$ cat config.mk
export PLATFORM = sky130hd
export DESIGN_NAME = sio_cfg_port
export DESIGN_NICKNAME = d
export VERILOG_FILES = /design/src/rtl/sio_cfg_pkg.sv /design/src/rtl/sio_addr_decode.sv /design/src/rtl/sio_lock_fsm.sv /design/src/rtl/sio_cfg_regs.sv /design/src/rtl/sio_access_mux.sv /design/src/rtl/sio_cfg_port.sv
export SDC_FILE = /design/constraint.sdc
export NUM_CORES = 1
export LEC_CHECK = 0
export ABC_AREA = 1
export BUFFER_PORTS_ARGS = -buffer_cell sky130_fd_sc_hd__clkbuf_2
export CORE_MARGIN = 2
export CORE_UTILIZATION = 40
export DETAILED_ROUTE_END_ITERATION = 12
export GPL_TIMING_DRIVEN = 0
export PLACE_DENSITY = 0.67
export RECOVER_POWER = 50
export SLEW_MARGIN = 20
export SYNTH_ARGS = -nofsm -noshare
export SYNTH_HDL_FRONTEND = slang
export SYNTH_SLANG_ARGS = --single-unit
export TNS_END_PERCENT = 10
$ cat constraint.sdc
create_clock -name clk -period 1.7 [get_ports clk]
set_input_delay 0.255 -clock clk [delete_from_list [all_inputs] [get_ports clk]]
set_output_delay 0.255 -clock clk [all_outputs]
set_load 0.02 [all_outputs]
$ cat src/rtl/sio_cfg_pkg.sv
package sio_cfg_pkg;

    typedef logic [7:0] byte_t;

    localparam byte_t KEY_OPEN    = 8'hA5;
    localparam byte_t KEY_CLOSE   = 8'hAA;
    localparam byte_t REG_DEVSEL  = 8'h07;
    localparam byte_t REG_ENABLE  = 8'h30;
    localparam byte_t READ_IDLE   = 8'hFF;
    localparam byte_t NO_DEVICE   = 8'h00;

    // Lock sequencer states: HALF means one 0xA5 has been seen.
    typedef enum logic [1:0] {
        LK_LOCKED = 2'd0,
        LK_HALF   = 2'd1,
        LK_OPEN   = 2'd2
    } lock_state_e;

    // Decoded host access.
    typedef struct packed {
        logic  wr;
        logic  rd;
        logic  at_index;
        logic  at_data;
        byte_t wdata;
    } io_req_t;

    function automatic logic is_valid_dev(input byte_t num);
        case (num)
            8'h02, 8'h03, 8'h04, 8'h05, 8'h07,
            8'h0B, 8'h0C, 8'h0D, 8'h0E: return 1'b1;
            default:                    return 1'b0;
        endcase
    endfunction

endpackage

$ cat src/rtl/sio_addr_decode.sv
module sio_addr_decode
    import sio_cfg_pkg::*;
#(
    parameter int              ADDR_W     = 16,
    parameter logic [ADDR_W-1:0] INDEX_ADDR = 'h2E,
    parameter logic [ADDR_W-1:0] DATA_ADDR  = 'h2F
) (
    input  logic [ADDR_W-1:0] io_addr,
    input  logic [7:0]        io_wdata,
    input  logic              io_wr,
    input  logic              io_rd,
    output io_req_t           req
);

    always_comb begin
        req.wr       = io_wr;
        req.rd       = io_rd;
        req.at_index = (io_addr == INDEX_ADDR);
        req.at_data  = (io_addr == DATA_ADDR);
        req.wdata    = io_wdata;
    end

endmodule

$ cat src/rtl/sio_lock_fsm.sv
module sio_lock_fsm
    import sio_cfg_pkg::*;
(
    input  logic  clk,
    input  logic  rst,
    input  logic  idx_wr,
    input  byte_t wdata,
    output logic  unlocked,
    output logic  relock
);

    lock_state_e state_q, state_d;

    always_comb begin
        state_d = state_q;
        if (idx_wr) begin
            unique case (state_q)
                LK_LOCKED: state_d = (wdata == KEY_OPEN) ? LK_HALF : LK_LOCKED;
                LK_HALF:   state_d = (wdata == KEY_OPEN) ? LK_OPEN : LK_LOCKED;
                LK_OPEN:   state_d = (wdata == KEY_CLOSE) ? LK_LOCKED : LK_OPEN;
                default:   state_d = LK_LOCKED;
            endcase
        end
    end

    always_ff @(posedge clk) begin
        if (rst) state_q <= LK_LOCKED;
        else     state_q <= state_d;
    end

    assign unlocked = (state_q == LK_OPEN);
    assign relock   = unlocked && idx_wr && (wdata == KEY_CLOSE);

    AST_OPEN_AFTER_KEY: assert property (@(posedge clk) disable iff (rst)
        $rose(unlocked) |-> $past(idx_wr && wdata == KEY_OPEN));

    AST_CLOSE_ON_KEY: assert property (@(posedge clk) disable iff (rst)
        (unlocked && idx_wr && wdata == KEY_CLOSE) |=> !unlocked);

    AST_STAY_LOCKED: assert property (@(posedge clk) disable iff (rst)
        (!unlocked && !idx_wr) |=> !unlocked);

endmodule

$ cat src/rtl/sio_cfg_regs.sv
module sio_cfg_regs
    import sio_cfg_pkg::*;
#(
    parameter int DEV_SPACE = 16,
    localparam int DEV_W    = $clog2(DEV_SPACE)
) (
    input  logic                 clk,
    input  logic                 rst,
    input  logic                 unlocked,
    input  logic                 relock,
    input  logic                 idx_wr,
    input  logic                 dat_wr,
    input  byte_t                wdata,
    output byte_t                index,
    output logic                 sel_valid,
    output logic [DEV_W-1:0]     sel_dev,
    output logic [DEV_SPACE-1:0] enables
);

    logic open_idx_wr, open_dat_wr;

    assign open_idx_wr = unlocked && idx_wr && !relock;
    assign open_dat_wr = unlocked && dat_wr;

    always_ff @(posedge clk) begin
        if (rst || relock)   index <= 8'h00;
        else if (open_idx_wr) index <= wdata;
    end

    always_ff @(posedge clk) begin
        if (rst || relock) begin
            sel_valid <= 1'b0;
            sel_dev   <= '0;
        end else if (open_dat_wr && index == REG_DEVSEL && is_valid_dev(wdata)) begin
            sel_valid <= 1'b1;
            sel_dev   <= wdata[DEV_W-1:0];
        end
    end

    always_ff @(posedge clk) begin
        if (rst) begin
            enables <= '0;
        end else if (open_dat_wr && sel_valid && index == REG_ENABLE) begin
            enables[sel_dev] <= wdata[0];
        end
    end

    AST_SEL_LEGAL: assert property (@(posedge clk) disable iff (rst)
        sel_valid |-> is_valid_dev(byte_t'(sel_dev)));

    AST_SEL_NEEDS_OPEN: assert property (@(posedge clk) disable iff (rst)
        !unlocked |-> !sel_valid);

    generate
        for (genvar g = 0; g < DEV_SPACE; g++) begin : g_en_chk
            if (!is_valid_dev(byte_t'(g))) begin : g_unused
                AST_EN_UNUSED: assert property (@(posedge clk) disable iff (rst)
                    !enables[g]);
            end
        end
    endgenerate

endmodule

$ cat src/rtl/sio_access_mux.sv
module sio_access_mux
    import sio_cfg_pkg::*;
#(
    parameter int DEV_SPACE = 16,
    localparam int DEV_W    = $clog2(DEV_SPACE)
) (
    input  logic                 clk,
    input  logic                 rst,
    input  io_req_t              req,
    input  logic                 unlocked,
    input  byte_t                index,
    input  logic                 sel_valid,
    input  logic [DEV_W-1:0]     sel_dev,
    input  logic [DEV_SPACE-1:0] enables,
    input  byte_t                dev_rdata,
    output byte_t                io_rdata,
    output byte_t                dev_num,
    output byte_t                dev_reg,
    output byte_t                dev_wdata,
    output logic                 dev_wr,
    output logic                 dev_rd
);

    logic local_reg, forward_ok;

    assign local_reg  = (index == REG_DEVSEL) || (index == REG_ENABLE);
    assign forward_ok = unlocked && sel_valid && !local_reg && req.at_data;

    assign dev_wr    = req.wr && forward_ok;
    assign dev_rd    = req.rd && forward_ok;
    assign dev_num   = byte_t'(sel_dev);
    assign dev_reg   = index;
    assign dev_wdata = req.wdata;

    always_comb begin
        io_rdata = READ_IDLE;
        if (unlocked) begin
            if (req.at_index) begin
                io_rdata = index;
            end else if (req.at_data) begin
                if (index == REG_DEVSEL)
                    io_rdata = sel_valid ? byte_t'(sel_dev) : NO_DEVICE;
                else if (index == REG_ENABLE)
                    io_rdata = sel_valid ? {7'b0, enables[sel_dev]} : READ_IDLE;
                else if (sel_valid)
                    io_rdata = dev_rdata;
            end
        end
    end

    AST_NO_FWD_LOCKED: assert property (@(posedge clk) disable iff (rst)
        !unlocked |-> (!dev_wr && !dev_rd));

    AST_ONE_STROBE: assert property (@(posedge clk) disable iff (rst)
        $onehot0({dev_wr, dev_rd}));

    AST_FWD_NEEDS_SEL: assert property (@(posedge clk) disable iff (rst)
        (dev_wr || dev_rd) |-> sel_valid);

endmodule

$ cat src/rtl/sio_cfg_port.sv
module sio_cfg_port
    import sio_cfg_pkg::*;
#(
    parameter int                ADDR_W     = 16,
    parameter logic [ADDR_W-1:0] INDEX_ADDR = 'h2E,
    parameter logic [ADDR_W-1:0] DATA_ADDR  = 'h2F,
    parameter int                DEV_SPACE  = 16
) (
    input  logic                 clk,
    input  logic                 rst,
    input  logic [ADDR_W-1:0]    io_addr,
    input  logic [7:0]           io_wdata,
    input  logic                 io_wr,
    input  logic                 io_rd,
    output logic [7:0]           io_rdata,
    output logic [7:0]           dev_num,
    output logic [7:0]           dev_reg,
    output logic [7:0]           dev_wdata,
    output logic                 dev_wr,
    output logic                 dev_rd,
    input  logic [7:0]           dev_rdata,
    output logic [DEV_SPACE-1:0] dev_enable
);

    localparam int DEV_W = $clog2(DEV_SPACE);

    io_req_t          req;
    logic             unlocked, relock, sel_valid;
    byte_t            index;
    logic [DEV_W-1:0] sel_dev;

    sio_addr_decode #(
        .ADDR_W(ADDR_W), .INDEX_ADDR(INDEX_ADDR), .DATA_ADDR(DATA_ADDR)
    ) i_decode (
        .io_addr(io_addr), .io_wdata(io_wdata), .io_wr(io_wr), .io_rd(io_rd),
        .req(req)
    );

    sio_lock_fsm i_lock (
        .clk(clk), .rst(rst),
        .idx_wr(req.wr && req.at_index), .wdata(req.wdata),
        .unlocked(unlocked), .relock(relock)
    );

    sio_cfg_regs #(.DEV_SPACE(DEV_SPACE)) i_regs (
        .clk(clk), .rst(rst), .unlocked(unlocked), .relock(relock),
        .idx_wr(req.wr && req.at_index), .dat_wr(req.wr && req.at_data),
        .wdata(req.wdata), .index(index), .sel_valid(sel_valid),
        .sel_dev(sel_dev), .enables(dev_enable)
    );

    sio_access_mux #(.DEV_SPACE(DEV_SPACE)) i_mux (
        .clk(clk), .rst(rst), .req(req), .unlocked(unlocked), .index(index),
        .sel_valid(sel_valid), .sel_dev(sel_dev), .enables(dev_enable),
        .dev_rdata(dev_rdata), .io_rdata(io_rdata), .dev_num(dev_num),
        .dev_reg(dev_reg), .dev_wdata(dev_wdata), .dev_wr(dev_wr), .dev_rd(dev_rd)
    );

endmodule

Word-level counts from Yosys, hierarchy flattened. Memory sizes are Yosys's and may differ from the RTL's. Cells that the tools add are included.

Reduce and logical (&&, ||, !) cells: 22. $lt $le $gt $ge: 2. Muxes and demuxes: 19. Equality and inequality tests: 8.

Operators with widths (count): 8-bit two-way mux (7); 16-bit by 6-bit equality test with 1-bit output (second input constant) (2); 16-bit bitwise mux (1); 8-bit equality test (second input constant) (2); 1-bit logical AND (16); 8-bit by 3-bit equality test with 1-bit output (second input constant) (1); 8-bit by 6-bit equality test with 1-bit output (second input constant) (1); 2-bit one-hot mux with 3 select lines (1); 4-bit by 5-bit less-than comparator with 1-bit output (second input constant) (1); 1-bit two-way mux (5); 1-bit binary-select mux with 4-bit select (1); 1-bit demux with 4-bit select (1); 4-bit by 1-bit >= comparator with 1-bit output (second input constant) (1); 4-bit zero test (1); 2-bit two-way mux (2); 4-bit two-way mux (1); 2-bit by 1-bit equality test with 1-bit output (second input constant) (1); 2-bit equality test (second input constant) (1); 1-bit zero test (2); 2-bit zero test (1); 1-bit logical OR (2).

Input port bits: 36. Memories: 1. Logic and storage cells: 57. Register bits: 31. Memory bits (read-only): 16. Output and inout port bits: 50.

Memory list: (name not given) (words 16, bits a word 1, rd ports 1, clocked after memory_dff 0, wr ports 0, RTL line sio_cfg_pkg.sv:29) `case (num)`.

Logic depth before layout (Yosys ltp). Gate-level depths: netlist of run 1.

Word-level depth: 8. Mapped depth: 12. Depth with buffers taken out: 11.

By module. From an unflattened synthesis of run 1, not the netlist that was laid out.

Cell total of the unflattened synthesis: 460. Area total of the unflattened synthesis: 2656.3 µm².

By module, submodules not included: sio_cfg_regs (instances 1, area each 1570.3 µm², cells an instance 245, sequential area each 580.6 µm²); sio_access_mux (instances 1, area each 694.4 µm², cells an instance 136, sequential area each 0.0 µm²); sio_addr_decode (instances 1, area each 193.9 µm², cells an instance 41, sequential area each 0.0 µm²); sio_lock_fsm (instances 1, area each 182.7 µm², cells an instance 34, sequential area each 40.0 µm²); sio_cfg_port (instances 1, area each 15.0 µm², cells an instance 4, sequential area each 0.0 µm²).

Worst setup path after synthesis of run 1. No wires, ideal clock.

Kind: reg-to-output. Start: register i_regs.index[7]. End: output port io_rdata[1]. Buffers on the path: 0. Setup slack: 0.032 ns. Arrival: 1.413 ns. Data required time: 1.445 ns. Stages on the path, launching flop included: 11. Cell sequence: dfxtp_1 > inv_1 > nand2_1 > nor2_2 > nand2_2 > nor2_4 > inv_2 > nand2_1 > o21ai_0 > nand2_1 > o211ai_1.

Cells in the longest elaborated chain, start to end: 6. Elaborated cells between the ends (all ways): 7. Those cells by class: eq/ne (2); mux (5).

RTL lines: start, declared (RTL line sio_cfg_regs.sv:14) `output byte_t index,`; start signal, assigned (RTL line sio_cfg_regs.sv:27) `else if (open_idx_wr) index <= wdata;`; 8-bit by 6-bit equality test with 1-bit output (RTL line sio_access_mux.sv:43) `else if (index == REG_ENABLE)`; 8-bit two-way mux (RTL line sio_access_mux.sv:43); 8-bit two-way mux * (RTL line sio_access_mux.sv:41) `if (index == REG_DEVSEL)`; 8-bit two-way mux * (RTL line sio_access_mux.sv:40) `end else if (req.at_data) begin`; 8-bit two-way mux * (RTL line sio_access_mux.sv:38) `if (req.at_index) begin`; 8-bit two-way mux * (RTL line sio_access_mux.sv:37) `if (unlocked) begin`; end, declared (RTL line sio_cfg_port.sv:15) `output logic [7:0] io_rdata,`.

Every way passes the cells marked *; elsewhere a longest branch is shown, timed or not.

Worst setup path in the final report of run 1.
Start: register i_regs.index[1]. End: output port io_rdata[1].

Cells in the longest elaborated chain, start to end: 6. Elaborated cells between the ends (all ways): 7. Those cells by class: eq/ne (2); mux (5).

RTL lines (RTL line): 8-bit by 6-bit equality test with 1-bit output (sio_access_mux.sv:43); 8-bit two-way mux (sio_access_mux.sv:43); 8-bit two-way mux (sio_access_mux.sv:41); 8-bit two-way mux (sio_access_mux.sv:40); 8-bit two-way mux * (sio_access_mux.sv:38); 8-bit two-way mux * (sio_access_mux.sv:37).

Marks and branches as above.

==> results of run 1 <==
## repair_timing
item,in CTS,in global routing
pin swaps,4,19
gates resized for setup,37,37
endpoints found under the hold margin,0,0
setup buffers,8,10
setup endpoints to repair,10,15
cloned,0,1
## registers in the layout, indices dropped and copies added, names as in the netlist
signal	flops
i_regs.enables	16
i_regs.sel_dev	4
i_lock.state_q	2
i_regs.sel_valid	1
i_regs.index	8
## layer usage
layer | track usage | wire [um] | vias to the layer above
li1 | - | - | 1408
met1 | 0.2657 | 2933 | 1227
met2 | 0.3778 | 3241 | 109
met3 | 0.03636 | 417 | 12
met4 | 0.06491 | 112 | 0
met5 | 0 | 0 | -
## worst max-delay path: stages, from the launching register on
cell                       delay, ns
sky130_fd_sc_hd__dfxtp_4        0.36
sky130_fd_sc_hd__inv_2          0.06
sky130_fd_sc_hd__nand2_2        0.07
sky130_fd_sc_hd__nor2_4         0.13
sky130_fd_sc_hd__nand2_4        0.07
sky130_fd_sc_hd__nor2_4         0.14
sky130_fd_sc_hd__inv_4          0.07
sky130_fd_sc_hd__nand2_8        0.09
sky130_fd_sc_hd__o21ai_2        0.05
sky130_fd_sc_hd__nand2_1        0.06
sky130_fd_sc_hd__o211ai_1       0.11
sky130_fd_sc_hd__buf_4          0.18
## cell usage after synthesis (all sizes together)
master and instances:
nand2 115, nor2 77, inv 50, nand3 37
dfxtp 31, a21oi 21, buf 18, o21ai 13
o211ai 7, clkbuf 4, clkinv 3, nand3b 2
nand4 2, and3 1, conb 1, nor3 1
o21a 1, o21bai 1, o31ai 1
## layout by cell type, fill, tap and decap left out, types with 2 or more instances in the layout
cell                         n
sky130_fd_sc_hd__nand2_2     9
sky130_fd_sc_hd__inv_1      34
sky130_fd_sc_hd__o21ai_2     3
sky130_fd_sc_hd__nand4_1     2
sky130_fd_sc_hd__inv_2      13
sky130_fd_sc_hd__o21ai_0     2
sky130_fd_sc_hd__dfxtp_2     7
sky130_fd_sc_hd__clkbuf_8    7
sky130_fd_sc_hd__nand2_4     3
sky130_fd_sc_hd__nor2_4      7
sky130_fd_sc_hd__dfxtp_4     4
sky130_fd_sc_hd__nand3_1    34
sky130_fd_sc_hd__a21oi_1    18
sky130_fd_sc_hd__conb_1      4
sky130_fd_sc_hd__nand3_2     3
sky130_fd_sc_hd__inv_4       3
sky130_fd_sc_hd__nand3b_1    2
sky130_fd_sc_hd__buf_8       2
sky130_fd_sc_hd__buf_6       2
sky130_fd_sc_hd__nor2_2      5
sky130_fd_sc_hd__clkbuf_1   25
sky130_fd_sc_hd__nand2_1   102
sky130_fd_sc_hd__buf_2       6
sky130_fd_sc_hd__clkinv_1    2
sky130_fd_sc_hd__o211ai_1    7
sky130_fd_sc_hd__buf_4      32
sky130_fd_sc_hd__nor2_1     64
sky130_fd_sc_hd__a21oi_2     3
sky130_fd_sc_hd__o21ai_1     8
sky130_fd_sc_hd__dfxtp_1    20
sky130_fd_sc_hd__clkbuf_2   51
## area by class of cell
cell class              count  area, um^2
fillers                   536        2295
multi-input cells         283        1390
flip-flops and latches     31       644.4
repair buffers            100       554.3
inverters                  53       207.7
plain buffers              21       153.9
clock buffers               7       96.34
well taps                  72       90.09
clock inverters             1       7.507
## cells by family (layout without fill, tap and decap cells)
family,after synthesis,after routing,synth area share
buf+inv,75,182,0.1536
other cells,1,4,0.001680
simple gates,235,235,0.4529
flops,31,31,0.2780
compound gates,44,44,0.1138
## where the power goes
| part | switching, mW | total, mW | internal, mW |
|---|---|---|---|
| Sequential | 0.000000715 | 0.719 | 0.719 |
| Combinational | 0.0911 | 0.156 | 0.0650 |
| Clock | 0.295 | 0.664 | 0.368 |
## stage by stage
step | worst slack (ns) | instance area (um^2)
6_report | -0.2446 | 3144
5_1_grt | -0.3305 | 3144
4_1_cts | -0.2344 | 2970
3_5_place_dp | -0.2485 | 2739
3_3_place_gp | -0.2219 | 2739
2_1_floorplan | 0.03160 | 2243
## final timing paths
path / depth (start not counted) / startpoint / to / slack, ns
setup / recovery: 11 / i_regs.index[1] / io_rdata[1] / -0.24
hold reg to reg: 2 / i_regs.index[3] / i_regs.index[3] / 0.49
hold / removal: 2 / rst / i_lock.state_q[1] / 0.19
setup reg to reg: 12 / i_regs.index[1] / i_regs.enables[9] / 0.13
==> impl_summary.log, run 1 <==
[metrics] outcome: finished, violations left
[metrics] failing checks: setup timing
[metrics] maximum number of pins on one net before global-route repair: 12
[metrics] hold slack: 0.1904 ns
[metrics] Area Growth Syn to Fin: 40.86%
[metrics] sequential cell area fraction in the yosys report: 0.2780
[metrics] synthesis warning total: 0
[metrics] share of final-layout standard cells stronger than drive strength 1: 0.3367
[metrics] cell area after technology mapping: 2232 um^2
[metrics] post-detailed-route DRC marker count: 0
[metrics] WS Path Type: reg2out
[metrics] highest achievable clock rate: 0.5142 GHz
[metrics] endpoints failing setup: 8
[metrics] number of hold-repair buffers added at the cts stage: 0
[metrics] crit path setup slack, layout: -0.2446 ns
[metrics] net total in the final layout: 531
[metrics] post-route core utilization: 0.5781
[metrics] io pins: 86
[metrics] critical path data arrival time: 1.69 ns
[metrics] maximum ir drop on the vdd rail: 0.3574 mV
[metrics] LEAKAGE: 1.597 nW
[metrics] core outline area: 5439 um^2
[metrics] CTS max path bufs: 2
[metrics] number of pins with negative max-slew slack in the final report: 0
[metrics] Rows: 27
[metrics] top cells by area, synth: sky130_fd_sc_hd__dfxtp_1 28%, sky130_fd_sc_hd__nand2_1 19%, sky130_fd_sc_hd__nor2_1 12%
[metrics] final cell count without fillers: 568
[metrics] TritonCTS Buffers: 5
[metrics] RSZ-0062 raised after global routing: yes
[metrics] vias in the first global route: 2,387
[metrics] wire length per cell: 11.80 um
[metrics] Diodes inserted: 0
[metrics] max-cap violation count: 0
[metrics] overall via count from detail_route: 2,756
[metrics] initial antenna violation count: 0
[metrics] total half-perimeter wirelength after legalization and detailed placement: 4985 um
[metrics] WL final: 6704 um
[metrics] number of instances in the synthesized netlist: 386
[metrics] cell accounting for the most synthesized area: sky130_fd_sc_hd__dfxtp_1
[metrics] Final TNS setup: -1.870 ns
[metrics] Num Clock Sinks: 31
[metrics] critical-path maximum fanout: 7
[metrics] endpoints failing hold: 0
[metrics] HP Class: in2reg
[metrics] Cell Pwr Density: 489.5 nW/um^2
[metrics] Power Total: 1.539 mW
[metrics] Die H: 78.70 um
[metrics] final worst clock skew: 0.006474 ns
[metrics] TritonCTS clock tree: built
[metrics] part of the cycle the worst path needs: 1.144
[metrics] CP Capture Type: output port
[metrics] number of synthesized register bits: 31
[metrics] Initial Util: 0.4104
[metrics] Synth cell types: 30
[metrics] clock root buffer master: sky130_fd_sc_hd__clkbuf_8
[metrics] area of the die: 6194 um^2
[metrics] wire length of the first global-routing pass: 10,700 um
[metrics] launching element type of the critical path: flop
[metrics] Die Span X: 78.70 um
[metrics] number of violations reported at the end of detailed-routing iteration 0: 186
[metrics] number of input and output port buffers inserted: 81
[metrics] average footprint of a synthesized cell: 5.783 um^2
[metrics] detailed-routing iteration count for the pre-antenna-repair pass: 4
[metrics] final worst path period need: 1.945 ns
[metrics] number of nets still failing antenna checks after routing: 0
[metrics] placed cell count: 542
[metrics] final RePlAce weighted congestion: 0.8709
[metrics] GRT Util Overall: 0.2140
[metrics] total congestion overflow after global routing: 0
[metrics] required time of the critical path: 1.44 ns
[metrics] clock slew at the register clock pins of the worst setup and hold paths: 0.07 ns
[metrics] vias per inst: 4.852
[metrics] clock insertion delay at the later pin of the skew report: 0.29 ns
[metrics] area share of the largest cell type after synthesis: 0.2780
[metrics] CTS H-tree depth: 2
Power figures use the tool's default switching activity.
==> inputs of run 2 (changes only) <==
--- a/config.mk
+++ b/config.mk
@@ -11,6 +11,7 @@
 export CORE_UTILIZATION = 40
 export DETAILED_ROUTE_END_ITERATION = 12
 export GPL_TIMING_DRIVEN = 0
+export MAX_ROUTING_LAYER = met4
 export PLACE_DENSITY = 0.67
 export RECOVER_POWER = 50
 export SLEW_MARGIN = 20
==> run 2 against run 1 <==
Against the previous run:
- worst setup slack got worse by 0.0011 ns
- non-clock buffer count unchanged
- critical path depth unchanged
- via count decreased by 1.3%
- critical path type unchanged
- register-to-register slack about the same
- first-iteration DRC count decreased by 24%
- hold slack about the same
- the flow still finishes with violations (setup timing)
- power increased by 0.15%
- global-route usage increased by 0.58 points
- fmax about the same
- routed wire length decreased by 0.33%
- cell count unchanged
==> impl_summary.log, run 2 (synthesis gave the netlist of run 1 again) <==
[metrics] number of input and output port buffers inserted: 81 (unchanged)
[metrics] crit path setup slack, layout: -0.2457 ns (was -0.2446 ns)
[metrics] Initial Util: 0.4104 (unchanged)
[metrics] most common library cell in the layout ignoring fill and taps: sky130_fd_sc_hd__nand2_1 (unchanged)
[metrics] post-route design area: 3144 um^2 (unchanged)
[metrics] outcome: finished, violations left (unchanged)
[metrics] wire length per cell: 11.76 um (was 11.80 um)
[metrics] endpoints failing hold: 0 (unchanged)
[metrics] Num Clock Sinks: 31 (unchanged)
[metrics] crit-path max cell delay: 0.36 ns (about the same)
[metrics] final RePlAce weighted congestion: 0.8852 (was 0.8709)
[metrics] cell family with most CP delay: simple AND/OR/NAND/NOR gates (unchanged)
[metrics] post-place instance area: 2739 um^2 (unchanged)
[metrics] RSZ-0062 raised after global routing: yes (unchanged)
[metrics] post-route core utilization: 0.5781 (unchanged)
[metrics] final worst clock skew: 0.006464 ns (was 0.006474 ns)
[metrics] total half-perimeter wirelength after legalization and detailed placement: 4985 um (unchanged)
[metrics] WL final: 6682 um (was 6704 um)
[metrics] failing checks: setup timing (unchanged)
[metrics] number of nets still failing antenna checks after routing: 0 (unchanged)
[metrics] HP Class: in2reg (unchanged)
[metrics] highest achievable clock rate: 0.5140 GHz (was 0.5142 GHz)
[metrics] required time of the critical path: 1.44 ns (about the same)
[metrics] number of violations reported at the end of detailed-routing iteration 0: 141 (was 186)
[metrics] area of the die: 6194 um^2 (unchanged)
[metrics] WS Path Type: reg2out (unchanged)
[metrics] clock root buffer master: sky130_fd_sc_hd__clkbuf_8 (unchanged)
[metrics] part of the cycle the worst path needs: 1.145 (was 1.144)
[metrics] TritonCTS clock tree: built (unchanged)
[metrics] GRT Util Overall: 0.2199 (was 0.2140)
[metrics] final worst path period need: 1.946 ns (was 1.945 ns)
[metrics] number of fill cells: 536 (unchanged)
[metrics] CTS max path bufs: 2 (unchanged)
[metrics] highest-delay cell along the critical path: sky130_fd_sc_hd__dfxtp_4 (unchanged)
[metrics] launching element type of the critical path: flop (unchanged)
[metrics] start point of the worst hold path: rst (unchanged)
[metrics] CTS H-tree depth: 2 (unchanged)
[metrics] max FFs per register: 16 (unchanged)
[metrics] maximum number of pins on one net before global-route repair: 12 (unchanged)
[metrics] max-cap violation count: 0 (unchanged)
[metrics] clock slew at the register clock pins of the worst setup and hold paths: 0.07 ns (about the same)
[metrics] io pins: 86 (unchanged)
[metrics] worst r2r src: i_regs.index[1] (unchanged)
[metrics] Die Span X: 78.70 um (unchanged)
[metrics] Final TNS setup: -1.864 ns (was -1.870 ns)
[metrics] Power Total: 1.541 mW (was 1.539 mW)
[metrics] share of final-layout standard cells stronger than drive strength 1: 0.3367 (unchanged)
[metrics] Diodes inserted: 0 (unchanged)
[metrics] maximum ir drop on the vdd rail: 0.3589 mV (was 0.3574 mV)
[metrics] TritonCTS Buffers: 5 (unchanged)
[metrics] number of hold-repair buffers added at the cts stage: 0 (unchanged)
[metrics] core outline area: 5439 um^2 (unchanged)
[metrics] number of pins with negative max-slew slack in the final report: 0 (unchanged)
[metrics] final cell count without fillers: 568 (unchanged)
[metrics] worst setup timing slack at the placement stage: -0.2485 ns (unchanged)
[metrics] wire length of the first global-routing pass: 10,710 um (was 10,700 um)
[metrics] series of cell instances along the critical path: inv_2, nand2_2, nor2_4, nand2_4, nor2_4, inv_4, nand2_8, o21ai_2, nand2_1, o211ai_1, buf_4 (unchanged)
[metrics] Cell Pwr Density: 490.2 nW/um^2 (was 489.5 nW/um^2)
[metrics] LEAKAGE: 1.597 nW (unchanged)
[metrics] overall via count from detail_route: 2,719 (was 2,756)
[metrics] Die H: 78.70 um (unchanged)
[metrics] critical-path maximum fanout: 7 (unchanged)
[metrics] vias per inst: 4.787 (was 4.852)
[metrics] Area Growth Syn to Fin: 40.86% (unchanged)
[metrics] critical path data arrival time: 1.69 ns (about the same)
[metrics] CP Capture Type: output port (unchanged)
[metrics] hold slack: 0.1900 ns (was 0.1904 ns)
[metrics] commonest cells after routing, fill and taps aside: 102 x sky130_fd_sc_hd__nand2_1, 64 x sky130_fd_sc_hd__nor2_1, 51 x sky130_fd_sc_hd__clkbuf_2, 34 x sky130_fd_sc_hd__inv_1, 34 x sky130_fd_sc_hd__nand3_1 (unchanged)
[metrics] buffers and inverters on the worst path: 3 (unchanged)
[metrics] Rows: 27 (unchanged)
[metrics] vias in the first global route: 2,386 (was 2,387)
[metrics] leading registers by flop count: i_regs.enables: 16 flops, i_regs.index: 8 flops, i_regs.sel_dev: 4 flops (unchanged)
[metrics] net total in the final layout: 531 (unchanged)
[metrics] initial antenna violation count: 0 (unchanged)
[metrics] register with the most flip-flops: i_regs.enables (unchanged)
[metrics] detailed-routing iteration count for the pre-antenna-repair pass: 4 (unchanged)
[metrics] post-detailed-route DRC marker count: 0 (unchanged)
[metrics] total congestion overflow after global routing: 0 (unchanged)
[metrics] placed cell count: 542 (unchanged)
[metrics] endpoints failing setup: 8 (unchanged)
[metrics] clock insertion delay at the later pin of the skew report: 0.29 ns (about the same)
[metrics] origin of the worst setup path: i_regs.index[1] (unchanged)
[metrics] cell occurring most often along the worst timing path: sky130_fd_sc_hd__nor2_4 (unchanged)
[run 2: cell counts in the layout (fill, tap and decap cells not counted)]
No cell type changed its count.
[run 2: cell type report]
cell class,count,area (um^2),area share
well taps,72,90.09,0.02865
flip-flops and latches,31,644.4,0.2049
plain buffers,21,153.9,0.04895
clock inverters,1,7.507,0.002388
inverters,53,207.7,0.06606
repair buffers,100,554.3,0.1763
clock buffers,7,96.34,0.03064
multi-input cells,283,1390,0.4421
[run 2: timing repair]
action	in CTS	in global routing
pin swaps	4	19
buffers inserted	8	10
gates cloned	0	1
setup endpoints to repair	10	15
resized for setup	37	37
[run 2: routing by layer]
layer  wire (um)  vias up  part of all wire  GRT usage
li1            -     1410                 -          -
met4         112        0             0.017    0.06491
met5           0        -                 0          -
met3         355       10             0.053    0.03636
met2        3226       86              0.48     0.3786
met1        2986     1213              0.45     0.2650
[run 2: final timing paths]
path | endpoint | slack, ns | cells past startpoint
worst min register to register | i_regs.index[3] | 0.49 | 2
worst max-delay path | io_rdata[1] | -0.25 | 11
worst min-delay path | i_lock.state_q[1] | 0.19 | 2
worst max register to register | i_regs.enables[9] | 0.13 | 12
[run 2: report_power, final]
part	total [mW]	switching (mW)	internal, mW
registers	0.719	0.000000711	0.719
logic	0.156	0.0913	0.0650
clock network	0.666	0.297	0.368
total	1.54	0.389	1.15
